[src/rtl/clk_mode_pkg.sv]
package clk_mode_pkg;
    typedef enum logic [1:0] {
        ST_BYPASS  = 2'd0,
        ST_ACQUIRE = 2'd1,
        ST_LOCKED  = 2'd2
    } lock_state_e;

    localparam logic [2:0] MODE_DIRECT   = 3'b001;
    localparam logic [2:0] MODE_PRESCALE = 3'b011;

    function automatic logic mode_uses_pll(input logic [2:0] m);
        return (m != MODE_DIRECT) && (m != MODE_PRESCALE);
    endfunction
endpackage

[src/rtl/clk_lock_fsm.sv]
module clk_lock_fsm
    import clk_mode_pkg::*;
#(
    parameter int         CNT_W      = 8,
    parameter logic [2:0] RESET_MODE = MODE_DIRECT
) (
    input  logic             clk,
    input  logic             rst_n,
    input  logic             mode_wr,
    input  logic [2:0]       mode_wdata,
    input  logic             lock_in,
    input  logic [CNT_W-1:0] lock_target,
    output logic [2:0]       mode_q,
    output logic             locked,
    output logic             pll_set
);
    localparam lock_state_e RST_STATE = mode_uses_pll(RESET_MODE) ? ST_ACQUIRE : ST_BYPASS;

    lock_state_e      state, state_n;
    logic [CNT_W-1:0] cnt, cnt_n;
    logic [2:0]       mode_n;
    logic [CNT_W:0]   cnt_inc, tgt_eff;
    logic             mode_change;

    assign mode_change = mode_wr && (mode_wdata != mode_q);
    assign cnt_inc     = {1'b0, cnt} + {{CNT_W{1'b0}}, 1'b1};
    assign tgt_eff     = (lock_target == '0) ? {{CNT_W{1'b0}}, 1'b1} : {1'b0, lock_target};

    // state register
    always_ff @(posedge clk) begin
        if (!rst_n) begin
            state  <= RST_STATE;
            cnt    <= '0;
            mode_q <= RESET_MODE;
        end else begin
            state  <= state_n;
            cnt    <= cnt_n;
            mode_q <= mode_n;
        end
    end

    // next state
    always_comb begin
        state_n = state;
        cnt_n   = cnt;
        mode_n  = mode_q;
        if (mode_change) begin
            mode_n  = mode_wdata;
            cnt_n   = '0;
            state_n = mode_uses_pll(mode_wdata) ? ST_ACQUIRE : ST_BYPASS;
        end else begin
            unique case (state)
                ST_BYPASS: ;
                ST_ACQUIRE: begin
                    if (lock_in) begin
                        if (cnt_inc >= tgt_eff) state_n = ST_LOCKED;
                        else                    cnt_n   = cnt_inc[CNT_W-1:0];
                    end else begin
                        cnt_n = '0;
                    end
                end
                ST_LOCKED: ;
                default: state_n = ST_BYPASS;
            endcase
        end
    end

    // outputs
    always_comb begin
        locked  = (state == ST_LOCKED);
        pll_set = mode_change && mode_uses_pll(mode_wdata);
    end

    assert_lock_needs_input_R4: assert property (@(posedge clk) disable iff (!rst_n)
        $rose(locked) |-> $past(lock_in));
    assert_count_restart_R5: assert property (@(posedge clk) disable iff (!rst_n)
        (state == ST_ACQUIRE && !lock_in && !mode_wr) |=> (cnt == '0 && !locked));
    assert_same_write_keeps_lock_R2: assert property (@(posedge clk) disable iff (!rst_n)
        (mode_wr && mode_wdata == mode_q && locked) |=> locked);
endmodule

[src/rtl/clk_irq_subnode.sv]
module clk_irq_subnode #(
    parameter int NSRC = 2
) (
    input  logic              clk,
    input  logic              rst_n,
    input  logic [NSRC-1:0]   hw_set,
    input  logic              sub_wr,
    input  logic [2*NSRC-1:0] sub_wdata,
    output logic [2*NSRC-1:0] sub_q,
    output logic              irq_node
);
    logic [NSRC-1:0] req, en, live;

    for (genvar i = 0; i < NSRC; i++) begin : g_src
        always_ff @(posedge clk) begin
            if (!rst_n) begin
                req[i] <= 1'b0;
                en[i]  <= 1'b0;
            end else begin
                // hardware set wins over a software clear in the same cycle
                req[i] <= hw_set[i] | (sub_wr ? sub_wdata[2*i] : req[i]);
                if (sub_wr) en[i] <= sub_wdata[2*i+1];
            end
        end
        assign sub_q[2*i]   = req[i];
        assign sub_q[2*i+1] = en[i];
        assign live[i]      = req[i] & en[i];

        assert_hw_set_wins_R8: assert property (@(posedge clk) disable iff (!rst_n)
            hw_set[i] |=> req[i]);
    end

    assign irq_node = |live;
endmodule

[src/rtl/clk_osc_fallback.sv]
module clk_osc_fallback
    import clk_mode_pkg::*;
(
    input  logic       clk,
    input  logic       rst_n,
    input  logic       osc_ok,
    input  logic [2:0] mode_q,
    output logic       fallback,
    output logic       div2
);
    always_ff @(posedge clk) begin
        if (!rst_n) fallback <= 1'b0;
        else        fallback <= !osc_ok;
    end

    assign div2 = fallback && (mode_q == MODE_PRESCALE);
endmodule

[src/rtl/clk_mode_ctrl.sv]
module clk_mode_ctrl
    import clk_mode_pkg::*;
#(
    parameter int CNT_W = 8
) (
    input  logic             clk,
    input  logic             rst_n,
    input  logic             mode_wr,
    input  logic [2:0]       mode_wdata,
    input  logic             pll_lock_in,
    input  logic [CNT_W-1:0] lock_target,
    input  logic             osc_ok,
    input  logic             rtc_tick,
    input  logic             sub_wr,
    input  logic [3:0]       sub_wdata,
    output logic [2:0]       mode_q,
    output logic             pll_locked,
    output logic [3:0]       sub_q,
    output logic             irq_node,
    output logic             osc_fallback,
    output logic             fallback_div2
);
    localparam int NSRC = 2;

    logic pll_set;

    clk_lock_fsm #(.CNT_W(CNT_W), .RESET_MODE(MODE_DIRECT)) u_lock (
        .clk(clk), .rst_n(rst_n), .mode_wr(mode_wr), .mode_wdata(mode_wdata),
        .lock_in(pll_lock_in), .lock_target(lock_target),
        .mode_q(mode_q), .locked(pll_locked), .pll_set(pll_set)
    );

    clk_irq_subnode #(.NSRC(NSRC)) u_sub (
        .clk(clk), .rst_n(rst_n), .hw_set({rtc_tick, pll_set}),
        .sub_wr(sub_wr), .sub_wdata(sub_wdata), .sub_q(sub_q), .irq_node(irq_node)
    );

    clk_osc_fallback u_osc (
        .clk(clk), .rst_n(rst_n), .osc_ok(osc_ok), .mode_q(mode_q),
        .fallback(osc_fallback), .div2(fallback_div2)
    );

    assert_bypass_never_locks_R3: assert property (@(posedge clk) disable iff (!rst_n)
        !mode_uses_pll(mode_q) |-> !pll_locked);
    assert_new_pll_mode_R1: assert property (@(posedge clk) disable iff (!rst_n)
        (mode_wr && mode_wdata != mode_q && mode_uses_pll(mode_wdata))
        |=> (!pll_locked && sub_q[0] && mode_q == $past(mode_wdata)));
    assert_same_mode_stable_R2: assert property (@(posedge clk) disable iff (!rst_n)
        (mode_wr && mode_wdata == mode_q && !sub_wr) |=> ($stable(mode_q) && $stable(sub_q[1:0])));
endmodule

[config.mk]
export PLATFORM = sky130hd
export DESIGN_NAME = clk_mode_ctrl
export DESIGN_NICKNAME = d
export VERILOG_FILES = /design/src/rtl/clk_mode_pkg.sv /design/src/rtl/clk_lock_fsm.sv /design/src/rtl/clk_irq_subnode.sv /design/src/rtl/clk_osc_fallback.sv /design/src/rtl/clk_mode_ctrl.sv
export SDC_FILE = /design/constraint.sdc
export NUM_CORES = 1
export LEC_CHECK = 0
export BUFFER_PORTS_ARGS = -buffer_cell sky130_fd_sc_hd__buf_2
export CORE_MARGIN = 1.5
export CORE_UTILIZATION = 28
export DETAILED_ROUTE_END_ITERATION = 8
export SKIP_CTS_REPAIR_TIMING = 1
export SLEW_MARGIN = 25
export SYNTH_ARGS = -nofsm -noshare
export SYNTH_HDL_FRONTEND = slang
export SYNTH_SLANG_ARGS = --single-unit
[constraint.sdc]
create_clock -name clk -period 2.5 [get_ports clk]
set_input_delay 0.125 -clock clk [delete_from_list [all_inputs] [get_ports clk]]
set_output_delay 0.125 -clock clk [all_outputs]
set_load 0.02 [all_outputs]
# After elaboration in Yosys (flattened, before gate mapping)
# Index checks and enable logic that the tools add are counted.
# word_totals
wordCells,47
regBits,18
input_bits,22
output_inout_bits,11
# classes
addsub,1
n_mux,10
eq_ne,10
n_reduce_logical,12
magnitude_cmp,1
bitwise,5
# ops
cell,count
$mux W8,3
$add A8 B1 Y9 const B,1
$ge A9 B9 Y1,1
$logic_not A8 Y1,1
$mux W2,3
$ne A3 B1 Y1 const B,2
$ne A3 B2 Y1 const B,2
$reduce_or A2 Y1,3
$logic_and A1 B1 Y1,4
$pmux W2 S2,1
$eq A3 B2 Y1 const B,1
$mux W1,3
$ne A3 B3 Y1,1
$reduce_and A3 Y1,1
$and A1 B1 Y1,2
$eq A2 B1 Y1 const B,1
$eq A2 B2 Y1 const B,1
$logic_not A2 Y1,1
$ne A2 B1 Y1 const B,1
$ne A2 B2 Y1 const B,1
$or A1 B1 Y1,2
$reduce_and A2 Y1,1
$logic_not A1 Y1,1
$not A1 Y1,1

# Depth between registers and ports, before layout
# logic_depth
depth_word,7
mapped_depth,12
ltp_nobuf,11

# Cells and area by module
# Synthesis repeated with hierarchy kept, for this count alone.
# hier_totals
cells_unflattened,132
hier_area_um2,1189.9
# modules_own_cells
mod,cells_each,area_each_um2,seq_area_each_um2,n_inst
clk_lock_fsm,116,987.2,260.2,1
clk_irq_subnode,13,166.4,80.1,1
clk_osc_fallback,3,36.3,20.0,1

# Worst setup path before layout
# No wires, ideal clock.
# synth_timing
path_type,register to register
from,register u_lock.cnt[0]
to,register u_lock.cnt[1]
period_less_slack_ps,2451
required_ps,2408
arrival_ps,2358
path_buffers,0
setup_time_ps,92
stages_incl_launch_ff,11
slack_ps,49
path_cell_list,dfxtp_1 ha_1 and3_2 nand3_1 xnor2_1 ha_1 and3_2 and3_1 a21oi_1 nand2_1 o32ai_1
# synth_via
elab_chain_cells,4
elab_cells_between_ends,6
classes_between,add/sub (1); order compare (1); eq/ne (1); mux (2); reduce/logical (1)
# synth_lines
item,line,rtl
start: declaration,clk_lock_fsm.sv:20,"logic [CNT_W-1:0] cnt, cnt_n;"
start signal: assignment,clk_lock_fsm.sv:37,cnt <= cnt_n;
$add A8 B1 Y9 *,clk_lock_fsm.sv:26,"assign cnt_inc = {1'b0, cnt} + {{CNT_W{1'b0}}, 1'b1};"
$ge A9 B9 Y1,clk_lock_fsm.sv:56,if (cnt_inc >= tgt_eff) state_n = ST_LOCKED;
$ne A2 B2 Y1 (no line),-,
$reduce_and A2 Y1 (no line),-,
# Mark *: on every way between the ends. The rest lies on a longest branch, timed or not. The select of a mux whose other input is x is not followed.
# A chain may end at the register's enable or synchronous reset.

# Worst setup path in the final report
# layout_timing
from,register u_lock.cnt[0]
to,register u_lock.cnt[0]
# The elaborated chain is that of the path after synthesis.

==> out/metrics.yaml <==
outcome:
  status: "finished, final reports clean"
critical_path:
  required_ns: 2.65
  reg2reg_to: "u_lock.cnt[0]"
  slowest_stage: "dfxtp_2"
  regToRegSetupSlack_ns: 0.1
  slowest_delay_ns: 0.36
  critical_path_arrival_ns: 2.55
  cp_common_cell: "and3_2"
  crit_path_start: "u_lock.cnt[0]"
  r2r-start: "u_lock.cnt[0]"
  critPathMaxFanout: 6
  cp_cell_sequence: "ha_2 > and3_2 > nand3_2 > xnor2_2 > ha_1 > and3_2 > nand3_1 > o21ai_0 > o21ai_4 > a211oi_1"
  crit_buf_inv: 0
  worst_setup_path_start_kind: "flop"
  cpLargestDelayFamily: "compound AO/OA/AOI/OAI gates"
  r2r_cells: 10
  crit_type: "flop to flop"
  crit_end: "u_lock.cnt[0]"
  cp.depth: 10
  cp-end-kind: "flop"
power:
  ir_drop_mv: 0.377
  p_leak_nw: 0.804
  power.density_nw_per_um2: 395
clock_tree:
  cts_tree: "done"
  clock_path_buffers: 2
  h-tree-depth: 1
  cts_buffers: 3
  cts.sinks: 18
  root_buffer: "clkbuf_8"
  path_clk_slew_ns: 0.07
  worstSkewPairLatency_ns: 0.25
layout:
  areaGrowthSynthToFinish_pct: 42.9
  stdcell_count: 237
  diodes: 0
  nets: 219
  fin_area_um2: 1680
  final_cell_mix: "32 x buf_2, 19 x buf_4, 14 x dfxtp_1"
  fillers: 416
  mostFrequentLayoutCell: "buf_2"
  ff_latch_area_um2: 365
  drive_gt1_share_pct: 45.5
  multi_input_area_um2: 845
drt:
  wirelength_um: 2830
  vias: 1138
  vias_per_cell: 4.80
  post_drt_wl_per_cell_um: 11.9
  drt_iter0_markers: 51
  ant_nets: 0
  drc: 0
  dr.pass1.iters: 4
placed_design:
  io_buffers: 32
  placed_cells: 231
  dp_hpwl_um: 2330
  dpl_cell_area_um2: 1500
  gp_congestion: 0.780
global_route:
  grt_start_max_net_pins: 12
  antenna_found_initial: 0
  busiest_layer: "met2"
  grtUsageTotal_pct: 12.9
  met2_usage_pct: 21.9
  grt_pass1_vias: 1080
  gr-usage-met3_pct: 2.50
  grt_pass1_wl_um: 4570
  gr-total-overflow: 0
  use_met1_pct: 17.2
timing:
  worst_pin_slew_ns: 0.390
  finalMaxSlewViolations: 0
  fin_crit_ns: 2.40
  clock.fmax_mhz: 417
  skew_ns: 0.00603
  finalHoldViolCount: 0
  min_period_over_period_pct: 96.0
  slew_headroom_pct: 74.0
  setup_viol: 0
  whs_ns: 0.0172
synthesis:
  ys_types: 35
  seq_area_frac_synth_pct: 30.7
  syn_nets: 166
  avgSynthCellArea_um2: 8.68
  synth_ff_type: "dfxtp_1"
  syn_inst: 135
  synth_edf_count: 0
  syn-cell-area_um2: 1170
  ys_warn_count: 0
  synth_seq_cells: 18
  async_flop_share_pct: 0
hold_path:
  hold_class: "input pin to flop"
  min-delay-start: "osc_ok"
floorplanning:
  rows: 23
  die_w_um: 67.7
  start_util_pct: 29.3
  io_pins: 33
  dieArea_um2: 4580
  core_area_um2: 4000
  die_h_um: 67.7
run:
  maxCapViolCount: 0
-- synthesized netlist by cell type (2+ instances only) --
cell      instances  area, um^2
xor2_1            6        52.6
nor2_1            3        11.3
a22o_1            2        17.5
nand2_1          14        52.6
o32ai_1           4        35.0
nand3_2           2        20.0
xnor2_1           3        26.3
and3_2            2        15.0
dfxtp_1          18         360
clkbuf_1          2        7.51
inv_1            12        45.0
mux2_2            2        22.5
nand3_1           5        25.0
and3_1            3        18.8
mux2i_1           5        50.1
a21oi_1           8        40.0
o21ai_0           2        10.0
o211ai_1          6        45.0
a21o_2            2        17.5
nor2b_1           8        50.1
ha_1              9         113
o21a_1            4        30.0
-- through the flow --
step	setup TNS [ns]	utilization (%)	power, mW	setup slack [ns]
2_1_floorplan	0	-	0.380	0.0493
3_3_place_gp	-0.218	37.6	0.426	-0.0417
3_5_place_dp	-0.532	37.6	0.427	-0.0968
4_1_cts	-0.750	39.0	0.666	-0.115
5_1_grt	-0.0600	41.9	0.697	-0.0540
6_report	0	41.9	0.663	0.0996
-- state kept, by name (all words and copies together) (netlist names) --
name	cells
u_lock.cnt	8
u_lock.mode_q	3
u_lock.state	2
u_osc.fallback	1
u_sub.sub_q	4
-- cells by family (layout without fill, tap and decap cells) --
kind of cell    Yosys count  count (layout)  share of synthesized area [%]
simple gates             44              44                           21.0
buf+inv                  15              67                           5.44
compound gates           33              33                           20.3
mux                       7               7                           6.19
xor+xnor                  9               9                           6.72
fa+ha+maj                 9               9                           9.61
flops                    18              18                           30.7
-- metal layers --
metal | part of all wire, % | wire (um) | vias to the layer above
met5 | 0 | 0 | -
met2 | 45 | 1270 | 39
met3 | 5.5 | 156 | 0
met4 | 0 | 0 | 0
met1 | 49 | 1400 | 508
li1 | - | - | 591
-- worst min-delay path by stage --
stage | slack [ns] | endpoint | cells after the start
6_report | 0.02 | u_osc.fallback | 2
3_5_place_dp | 0.29 | u_osc.fallback | 2
3_3_place_gp | 0.28 | u_osc.fallback | 2
2_1_floorplan | 0.20 | u_osc.fallback | 1
5_1_grt | 0.006 | u_osc.fallback | 2
4_1_cts | 0.01 | u_osc.fallback | 2
-- where the power goes --
group | total (mW) | switching [mW] | internal [mW]
combinational | 0.120 | 0.0670 | 0.0530
clock | 0.237 | 0.0969 | 0.140
sequential | 0.306 | 0.00811 | 0.298
-- layout make-up --
type | count | share of cell area [%]
tap | 50 | 3.73
multi-input combinational | 102 | 50.4
sequential | 18 | 21.8
timing repair buffer | 51 | 18.1
clock buffer | 4 | 3.29
inverter | 12 | 2.69
Power figures use the tool's default switching activity.
